==> config.mk <==
export PLATFORM = sky130hd
export DESIGN_NAME = snd_src_mute_ctl
export DESIGN_NICKNAME = d
export VERILOG_FILES = /design/src/rtl/snd_pkg.sv /design/src/rtl/snd_regbank.sv /design/src/rtl/snd_fail_deb.sv /design/src/rtl/snd_route.sv /design/src/rtl/snd_src_mute_ctl.sv
export SDC_FILE = /design/constraint.sdc
export NUM_CORES = 1
export LEC_CHECK = 0
export CAP_MARGIN = 25
export CORE_MARGIN = 3
export CORE_UTILIZATION = 48
export CTS_CLUSTER_SIZE = 40
export DETAILED_ROUTE_END_ITERATION = 8
export DONT_BUFFER_PORTS = 1
export HOLD_SLACK_MARGIN = 0.15
export PLACE_DENSITY = 0.64
export RECOVER_POWER = 50
export SYNTH_ARGS = -nofsm -noshare
export SYNTH_HDL_FRONTEND = slang
export SYNTH_SLANG_ARGS = --single-unit
==> constraint.sdc <==
create_clock -name clk -period 3.9 [get_ports clk]
set_clock_uncertainty 0.1 [all_clocks]
set_input_delay 0.78 -clock clk [delete_from_list [all_inputs] [get_ports clk]]
set_output_delay 0.78 -clock clk [all_outputs]
set_load 0.1 [all_outputs]
==> src/rtl/snd_pkg.sv <==
package snd_pkg;
   typedef enum logic [1:0] {
      APP_STEREO = 2'd0,
      APP_DUAL   = 2'd1,
      APP_M1     = 2'd2,
      APP_DATA   = 2'd3
   } app_e;

   typedef enum logic [1:0] {
      RSW_DAC    = 2'd0,
      RSW_MONO   = 2'd1,
      RSW_STEREO = 2'd2
   } rsw_e;

   typedef struct packed {
      logic unmute;
      logic m1_both;
      logic fs1;
      logic fs0;
      logic rs_en;
   } ctrl_t;

   typedef struct packed {
      logic aux_mute;
      logic gain6;
      logic mtx_r;
      logic mtx_l;
   } route_t;

   localparam int CTRL_W  = $bits(ctrl_t);
   localparam int ROUTE_W = $bits(route_t);
   localparam route_t ROUTE_RST = '{aux_mute: 1'b1, gain6: 1'b0, mtx_r: 1'b0, mtx_l: 1'b0};
   localparam logic [1:0] SRC_ANALOG = 2'd3;
endpackage

==> src/rtl/snd_regbank.sv <==
module snd_regbank
   import snd_pkg::*;
#(
   parameter int DW          = 8,
   parameter int AW          = 1,
   parameter bit SYNC_UPDATE = 1'b1
) (
   input  logic          clk,
   input  logic          rst_n,
   input  logic          wr_en,
   input  logic [AW-1:0] wr_addr,
   input  logic [DW-1:0] wr_data,
   input  logic          upd,
   output ctrl_t         pend_ctrl,
   output ctrl_t         act_ctrl,
   output route_t        act_route
);
   localparam logic [AW-1:0] A_CTRL  = AW'(0);
   localparam logic [AW-1:0] A_ROUTE = AW'(1);

   ctrl_t  sh_ctrl;
   route_t sh_route;

   always_ff @(posedge clk or negedge rst_n) begin
      if (!rst_n) begin
         sh_ctrl  <= '0;
         sh_route <= ROUTE_RST;
      end else if (wr_en) begin
         if (wr_addr == A_CTRL)  sh_ctrl  <= ctrl_t'(wr_data[CTRL_W-1:0]);
         if (wr_addr == A_ROUTE) sh_route <= route_t'(wr_data[ROUTE_W-1:0]);
      end
   end

   assign pend_ctrl = sh_ctrl;

   generate
      if (SYNC_UPDATE) begin : g_sync
         always_ff @(posedge clk or negedge rst_n) begin
            if (!rst_n) begin
               act_ctrl  <= '0;
               act_route <= ROUTE_RST;
            end else if (upd) begin
               act_ctrl  <= sh_ctrl;
               act_route <= sh_route;
            end
         end
      end else begin : g_imm
         logic unused_upd;
         assign unused_upd = upd;
         assign act_ctrl   = sh_ctrl;
         assign act_route  = sh_route;
      end

      if (DW > CTRL_W) begin : g_spare
         logic unused_hi;
         assign unused_hi = ^wr_data[DW-1:CTRL_W];
      end
   endgenerate
endmodule

==> src/rtl/snd_fail_deb.sv <==
module snd_fail_deb #(
   parameter int BAD_N  = 4,
   parameter int GOOD_N = 8
) (
   input  logic clk,
   input  logic rst_n,
   input  logic smp,
   input  logic bad,
   output logic failed_q,
   output logic failed_nxt
);
   localparam int BW = $clog2(BAD_N + 1);
   localparam int GW = $clog2(GOOD_N + 1);
   localparam logic [BW-1:0] BAD_LAST  = BW'(BAD_N - 1);
   localparam logic [GW-1:0] GOOD_LAST = GW'(GOOD_N - 1);

   logic [BW-1:0] bad_cnt, bad_d;
   logic [GW-1:0] good_cnt, good_d;

   always_comb begin
      bad_d      = bad_cnt;
      good_d     = good_cnt;
      failed_nxt = failed_q;
      if (smp) begin
         if (bad) begin
            good_d = '0;
            if (!failed_q) begin
               if (bad_cnt == BAD_LAST) begin
                  failed_nxt = 1'b1;
                  bad_d      = '0;
               end else begin
                  bad_d = bad_cnt + 1'b1;
               end
            end
         end else begin
            bad_d = '0;
            if (failed_q) begin
               if (good_cnt == GOOD_LAST) begin
                  failed_nxt = 1'b0;
                  good_d     = '0;
               end else begin
                  good_d = good_cnt + 1'b1;
               end
            end
         end
      end
   end

   always_ff @(posedge clk or negedge rst_n) begin
      if (!rst_n) begin
         bad_cnt  <= '0;
         good_cnt <= '0;
         failed_q <= 1'b1;
      end else begin
         bad_cnt  <= bad_d;
         good_cnt <= good_d;
         failed_q <= failed_nxt;
      end
   end
endmodule

==> src/rtl/snd_route.sv <==
module snd_route
   import snd_pkg::*;
(
   input  ctrl_t      ctrl,
   input  app_e       app,
   input  logic       bad_now,
   input  logic       failed,
   input  logic       unmute_pin,
   input  rsw_e       rsw_cur,
   output rsw_e       rsw_d,
   output logic       mute_l_d,
   output logic       mute_r_d,
   output logic [1:0] src_d
);
   logic auto_l, auto_r, force_un;

   always_comb begin
      if (ctrl.fs0 && !ctrl.fs1)      rsw_d = RSW_MONO;
      else if (ctrl.fs1 && !ctrl.fs0) rsw_d = RSW_STEREO;
      else if (app == APP_DATA)       rsw_d = RSW_MONO;
      else if (failed)                rsw_d = ctrl.rs_en ? RSW_MONO : rsw_cur;
      else                            rsw_d = RSW_DAC;
   end

   assign auto_l   = bad_now || failed || (app == APP_DATA);
   assign auto_r   = auto_l || ((app == APP_M1) && !ctrl.m1_both);
   assign force_un = ctrl.unmute || unmute_pin;
   assign mute_l_d = auto_l && !force_un;
   assign mute_r_d = auto_r && !force_un;

   always_comb begin
      if (rsw_d != RSW_DAC) src_d = SRC_ANALOG;
      else begin
         case (app)
            APP_STEREO: src_d = 2'd0;
            APP_DUAL:   src_d = 2'd1;
            APP_M1:     src_d = 2'd2;
            default:    src_d = SRC_ANALOG;
         endcase
      end
   end
endmodule

==> src/rtl/snd_src_mute_ctl.sv <==
module snd_src_mute_ctl
   import snd_pkg::*;
#(
   parameter int BAD_N       = 4,
   parameter int GOOD_N      = 8,
   parameter int DW          = 8,
   parameter int AW          = 1,
   parameter bit SYNC_UPDATE = 1'b1
) (
   input  logic          clk,
   input  logic          rst_n,
   input  logic          frm_stb,
   input  logic          frm_lost,
   input  logic          ber_high,
   input  logic [1:0]    app_type,
   input  logic          unmute_pin,
   input  logic          wr_en,
   input  logic [AW-1:0] wr_addr,
   input  logic [DW-1:0] wr_data,
   output logic [1:0]    rsw_sel,
   output logic          mtx_sel_l,
   output logic          mtx_sel_r,
   output logic          gain6_en,
   output logic          aux_mute,
   output logic          dac_mute_l,
   output logic          dac_mute_r,
   output logic [3:0]    status
);
   initial begin
      if (BAD_N < 1 || GOOD_N < 1) $error("debounce lengths must be at least 1");
      if (DW < CTRL_W)             $error("data width too small for control register");
      if (AW < 1)                  $error("address width must be at least 1");
   end

   ctrl_t  pend_ctrl, act_ctrl;
   route_t act_route;
   logic   failed_q, failed_nxt;
   rsw_e   rsw_q, rsw_d;
   logic   mute_l_q, mute_r_q, mute_l_d, mute_r_d;
   logic [1:0] src_q, src_d;
   logic   bad_now;

   assign bad_now = frm_lost || ber_high;

   snd_regbank #(.DW(DW), .AW(AW), .SYNC_UPDATE(SYNC_UPDATE)) u_regs (
      .clk(clk), .rst_n(rst_n), .wr_en(wr_en), .wr_addr(wr_addr), .wr_data(wr_data),
      .upd(frm_stb), .pend_ctrl(pend_ctrl), .act_ctrl(act_ctrl), .act_route(act_route)
   );

   snd_fail_deb #(.BAD_N(BAD_N), .GOOD_N(GOOD_N)) u_deb (
      .clk(clk), .rst_n(rst_n), .smp(frm_stb), .bad(bad_now),
      .failed_q(failed_q), .failed_nxt(failed_nxt)
   );

   snd_route u_route (
      .ctrl(pend_ctrl), .app(app_e'(app_type)), .bad_now(bad_now), .failed(failed_nxt),
      .unmute_pin(unmute_pin), .rsw_cur(rsw_q), .rsw_d(rsw_d),
      .mute_l_d(mute_l_d), .mute_r_d(mute_r_d), .src_d(src_d)
   );

   always_ff @(posedge clk or negedge rst_n) begin
      if (!rst_n) begin
         rsw_q    <= RSW_MONO;
         mute_l_q <= 1'b1;
         mute_r_q <= 1'b1;
         src_q    <= SRC_ANALOG;
      end else if (frm_stb) begin
         rsw_q    <= rsw_d;
         mute_l_q <= mute_l_d;
         mute_r_q <= mute_r_d;
         src_q    <= src_d;
      end
   end

   assign rsw_sel    = rsw_q;
   assign dac_mute_l = mute_l_q;
   assign dac_mute_r = mute_r_q;
   assign status     = {mute_r_q, mute_l_q, src_q};
   assign mtx_sel_l  = act_route.mtx_l;
   assign mtx_sel_r  = act_route.mtx_r;
   assign gain6_en   = act_route.gain6;
   assign aux_mute   = act_route.aux_mute;
endmodule

Word level (Yosys, flattened, before mapping)
Cells that the tools add are included.
{"block": "op_classes", "addsub": 2, "eq_ne": 6, "mux": 19, "bitwise": 1, "reduce_logical": 21}
{"cell": "2-bit 2-to-1 mux", "count": 6}
{"cell": "4-bit 2-to-1 mux", "count": 3}
{"cell": "3-bit 2-to-1 mux", "count": 3}
{"cell": "2-bit AND reduction", "count": 4}
{"cell": "1-bit 2-to-1 mux", "count": 6}
{"cell": "2-bit case mux with 3 select lines", "count": 1}
{"cell": "1-bit logical AND", "count": 5}
{"cell": "1-bit logical OR", "count": 5}
{"cell": "4-bit by 1-bit adder with 4-bit output (second input constant)", "count": 1}
{"cell": "2-bit equality test (second input constant)", "count": 2}
{"cell": "4-bit by 3-bit equality test with 1-bit output (second input constant)", "count": 1}
{"cell": "1-bit zero test", "count": 4}
{"cell": "2-bit nonzero test", "count": 2}
{"cell": "3-bit by 1-bit adder with 3-bit output (second input constant)", "count": 1}
{"cell": "3-bit by 2-bit equality test with 1-bit output (second input constant)", "count": 1}
{"cell": "2-bit by 1-bit equality test with 1-bit output (second input constant)", "count": 1}
{"cell": "2-bit zero test", "count": 1}
{"cell": "2-bit != test (second input constant)", "count": 1}
{"cell": "1-bit inverter", "count": 1}
{"block": "totals", "register_bits": 27, "input_bits": 18, "output_inout_bits": 12, "elab_cells": 69}

Longest topological paths before layout
{"block": "depth", "depth_word": 11, "mapped_depth": 5, "depth_no_buf": 5}

By module
From an unflattened synthesis, not the netlist that was laid out.
{"block": "hier_totals", "hier_cells": 119, "hier_area_um2": 1550.2}
{"module": "snd_regbank", "n_inst": 1, "cells_per_inst": 39, "area_per_inst_um2": 695.7, "seq_area_each_um2": 452.9}
{"module": "snd_fail_deb", "n_inst": 1, "cells_per_inst": 47, "area_per_inst_um2": 466.7, "seq_area_each_um2": 201.4}
{"module": "snd_src_mute_ctl", "n_inst": 1, "cells_per_inst": 16, "area_per_inst_um2": 279.0, "seq_area_each_um2": 156.4}
{"module": "snd_route", "n_inst": 1, "cells_per_inst": 17, "area_per_inst_um2": 108.9, "seq_area_each_um2": 0.0}

Least setup slack after synthesis
No wires, ideal clock.
{"block": "synth_timing", "path_kind": "reg-to-output", "from": "register mute_l_q, in the netlist dac_mute_l", "to": "output status[2]", "arrival_time_ns": 1.226, "t_required_ns": 3.020, "path_slack_ns": 1.794, "stages_incl_launch_ff": 2, "path_buffers": 1, "path_cell_list": "dfstp_2 > buf_4"}
{"element": "from (decl)", "line": "snd_src_mute_ctl.sv:39", "text": "logic mute_l_q, mute_r_q, mute_l_d, mute_r_d;"}
{"element": "from (signal assigned)", "line": "snd_src_mute_ctl.sv:69", "text": "mute_l_q <= mute_l_d;"}
{"element": "to (decl)", "line": "snd_src_mute_ctl.sv:27", "text": "output logic [3:0] status"}
No word-level cell between the ends.

Worst setup path after layout
{"block": "layout_timing", "from": "register mute_r_q, in the netlist dac_mute_r", "to": "output dac_mute_r"}
{"element": "from (decl)", "line": "snd_src_mute_ctl.sv:39"}
{"element": "from (signal assigned)", "line": "snd_src_mute_ctl.sv:70", "text": "mute_r_q <= mute_r_d;"}
{"element": "to (decl)", "line": "snd_src_mute_ctl.sv:26", "text": "output logic dac_mute_r,"}
No word-level cell between the ends.

==> results.py <==
metrics = {
    "global_route": {
        "grt-ovfl-total": 0,
        "grt_max_degree": 23,
        "antenna_found_initial": 0,
        "grt_use_total": 0.1503,
        "grt_first_pass_wirelength_um": 3726,
        "grt_pass1_vias": 803,
    },
    "clock_network": {
        "clock-sinks": 27,
        "numCtsBuffers": 3,
        "postCtsSetupBuffers": 0,
        "holdBufCountCts": 1,
        "cts_tree": "yes",
        "post_cts_resized": 0,
        "clk_pin_slew_ns": 0.13,
        "insertion_delay_ns": 0.32,
        "cts_max_level": 1,
        "clk_path_buf_depth": 2,
        "cts-root-buf": "clkbuf_4",
    },
    "outcome": {
        "failed_checks": "capacitance limit, slew limit",
        "outcome": "complete, but fails checks",
    },
    "critical_path": {
        "crit_type": "reg -> out",
        "worst_r2r_path_depth": 2,
        "cp.required_ns": 3.02,
        "rr_startpoint": "dac_mute_l",
        "crit_path_max_fanout": 3,
        "crit_path_start_kind": "flip-flop",
        "r2r_end": "dac_mute_l",
        "ff2ff_setup_slack_ns": 1.64,
        "cp-end-kind": "output pin",
        "worstPathArrival_ns": 2.09,
    },
    "synthesis": {
        "synth-seq-area-share": 0.5541,
        "synth-main-ff-cell": "dfrtp_1",
        "async_reset_ff_frac": 1.000,
        "synth_seq_cells": 27,
        "syn_area_mm2": 0.001237,
        "synth_edf_count": 0,
        "synth_area_per_cell_um2": 12.01,
        "ys_types": 35,
        "syn_nets": 123,
        "netlist_instances": 103,
        "synth_warnings": 0,
    },
    "pwr": {
        "p_clk_frac": 0.146,
        "p_sw_frac": 0.4417,
        "leakage_nw": 0.5458,
        "p_per_area_mw_per_mm2": 621.7,
        "p_seq_frac": 0.710,
        "p_int_uw": 443.5,
        "pwr-share-comb": 0.144,
        "switching_power_uw": 350.8,
        "ir_drop_v": 0.0003401,
    },
    "sta": {
        "period_needed_ns": 2.969,
        "period_share": 0.7614,
        "final-hold-violation-count": 0,
        "rsz0062_at_grt": "no",
        "max_freq_ghz": 0.3368,
        "tightest_slew_ns": 1.811,
        "finalMaxSlewViolations": 4,
        "finalSetupTns_ns": 0,
        "finalSetupViolations": 0,
        "maxSlewHeadroom": -0.2074,
    },
    "placement": {
        "routabilityCongestion": 0.7473,
        "port-buffer-count": 0,
        "place_hpwl_um": 1602,
        "dp_cells": 127,
    },
    "route": {
        "vias": 792,
        "post_drt_via_cell_ratio": 6.000,
        "drtIter0Drc": 12,
        "drcViolationCount": 0,
        "ant_nets": 0,
        "drt_first_pass_iters": 4,
        "routed_wl_um": 2190,
        "wire_per_inst_um": 16.59,
    },
    "job": {
        "maxCapViolations": 2,
    },
    "finish": {
        "nFillCells": 206,
        "nets": 125,
        "syn2layout_area_growth_pct": 3.236,
        "final_cells": 132,
        "layout-drive-gt1-share": 0.07692,
        "diodes": 0,
        "utilization": 0.5510,
    },
    "floorplan": {
        "initial_utilization": 0.5337,
        "die-width_um": 56.78,
        "std_cell_rows": 17,
        "core_area_mm2": 0.002318,
        "die_y_um": 56.78,
        "dieArea_mm2": 0.003223,
        "num_io_pins": 30,
    },
    "min_path": {
        "hold_class": "in -> async",
    },
}
==> cell usage after synthesis, types with 2 or more instances <==
library cell	instances	area, um2
nor2b_1	2	12.51
ha_1	2	25.02
nor2_1	5	18.77
o32a_1	2	20.02
o21ai_0	2	10.01
o21ai_1	3	15.01
a22o_1	2	17.52
nand2_1	8	30.03
dfstp_2	8	210.2
buf_4	2	15.01
mux2_1	13	146.4
clkbuf_1	2	7.510
inv_1	6	22.52
a21oi_1	5	25.02
dfrtp_1	19	475.5
o22ai_1	2	12.51
and3b_1	2	17.52
==> stage by stage <==
stage / instance area, um2 / setup slack (ns) / hold WS [ns] / total power, mW
floorplan: 1237 / 1.794 / 0.3591 / 0.6632
global placement: 1250 / 1.850 / 0.3693 / 0.6799
detailed placement: 1250 / 1.848 / 0.3803 / 0.6888
CTS: 1286 / 1.461 / 0.1601 / 0.8146
global route: 1277 / 0.8768 / 0.1517 / 0.8358
finish: 1277 / 0.9307 / 0.1814 / 0.7943
==> layout make-up <==
class,count,area [um2],area share
Inverter,6,22.52,0.01763
Timing Repair Buffer,1,10.01,0.007835
Multi-Input combinational cell,66,498.0,0.3898
Clock buffer,4,26.28,0.02057
Sequential cell,27,685.7,0.5367
Tap cell,28,35.03,0.02742
==> worst register-to-register path, stage by stage (launching register included) <==
cell and delay, ns:
dfstp_1 1.77, inv_1 0.12, o22ai_1 0.21
==> how the worst max path moves through the flow <==
stage	from	end	slack (ns)	cells after the start
after floorplan	dac_mute_l	status[2]	1.79	1
after global placement	dac_mute_r	dac_mute_r	1.85	0
after detailed placement	dac_mute_r	dac_mute_r	1.85	0
after CTS	dac_mute_r	dac_mute_r	1.46	0
after global routing	dac_mute_l	dac_mute_l	0.88	0
final	dac_mute_r	dac_mute_r	0.93	0
==> registers in the layout, indices dropped and copies added (netlist names) <==
signal            cells
u_deb.failed_q        1
src_q                 2
u_regs.sh_route       4
u_deb.bad_cnt         3
u_regs.pend_ctrl      5
u_regs.act_route      4
dac_mute_l            1
u_deb.good_cnt        4
rsw_sel               2
dac_mute_r            1
==> power by group through the flow <==
stage	Sequential (mW)	Combinational, mW	Clock (mW)
5_1_grt	0.573	0.130	0.134
3_5_place_dp	0.575	0.114	0
3_3_place_gp	0.572	0.108	0
4_1_cts	0.570	0.119	0.126
6_report	0.564	0.114	0.116
2_1_floorplan	0.542	0.121	0
==> layer usage <==
layer	share of wire	global-route usage	vias up
met1	0.44	0.1901	389
met5	0	0	-
met3	0.075	0.04368	4
met2	0.47	0.2360	27
li1	-	-	372
met4	0.016	0.06954	0
==> cell usage in the layout, fill, tap and decap left out, types with 2 or more instances in the layout <==
cell type,count
dfrtp_1,19
mux2_1,13
nand2_1,8
inv_1,6
nor2_1,5
a21oi_1,5
o21ai_0,4
dfstp_1,4
dfstp_2,4
clkbuf_4,3
and3b_1,2
nor2b_1,2
o32a_1,2
a22o_1,2
o22ai_1,2
ha_1,2
==> logic make-up (layout without fill, tap and decap cells) <==
family,count (synthesis),after routing,synth area share
flip-flops,27,27,0.5541
AO/OA/AOI/OAI,25,25,0.1496
AND/OR/NAND/NOR,24,24,0.1052
multiplexers,14,14,0.1274
buffers and inverters,10,11,0.03640
adder cells (fa/ha/maj),2,2,0.02022
XOR/XNOR,1,1,0.007079
Note: power is estimated with default switching activity, not from simulation.
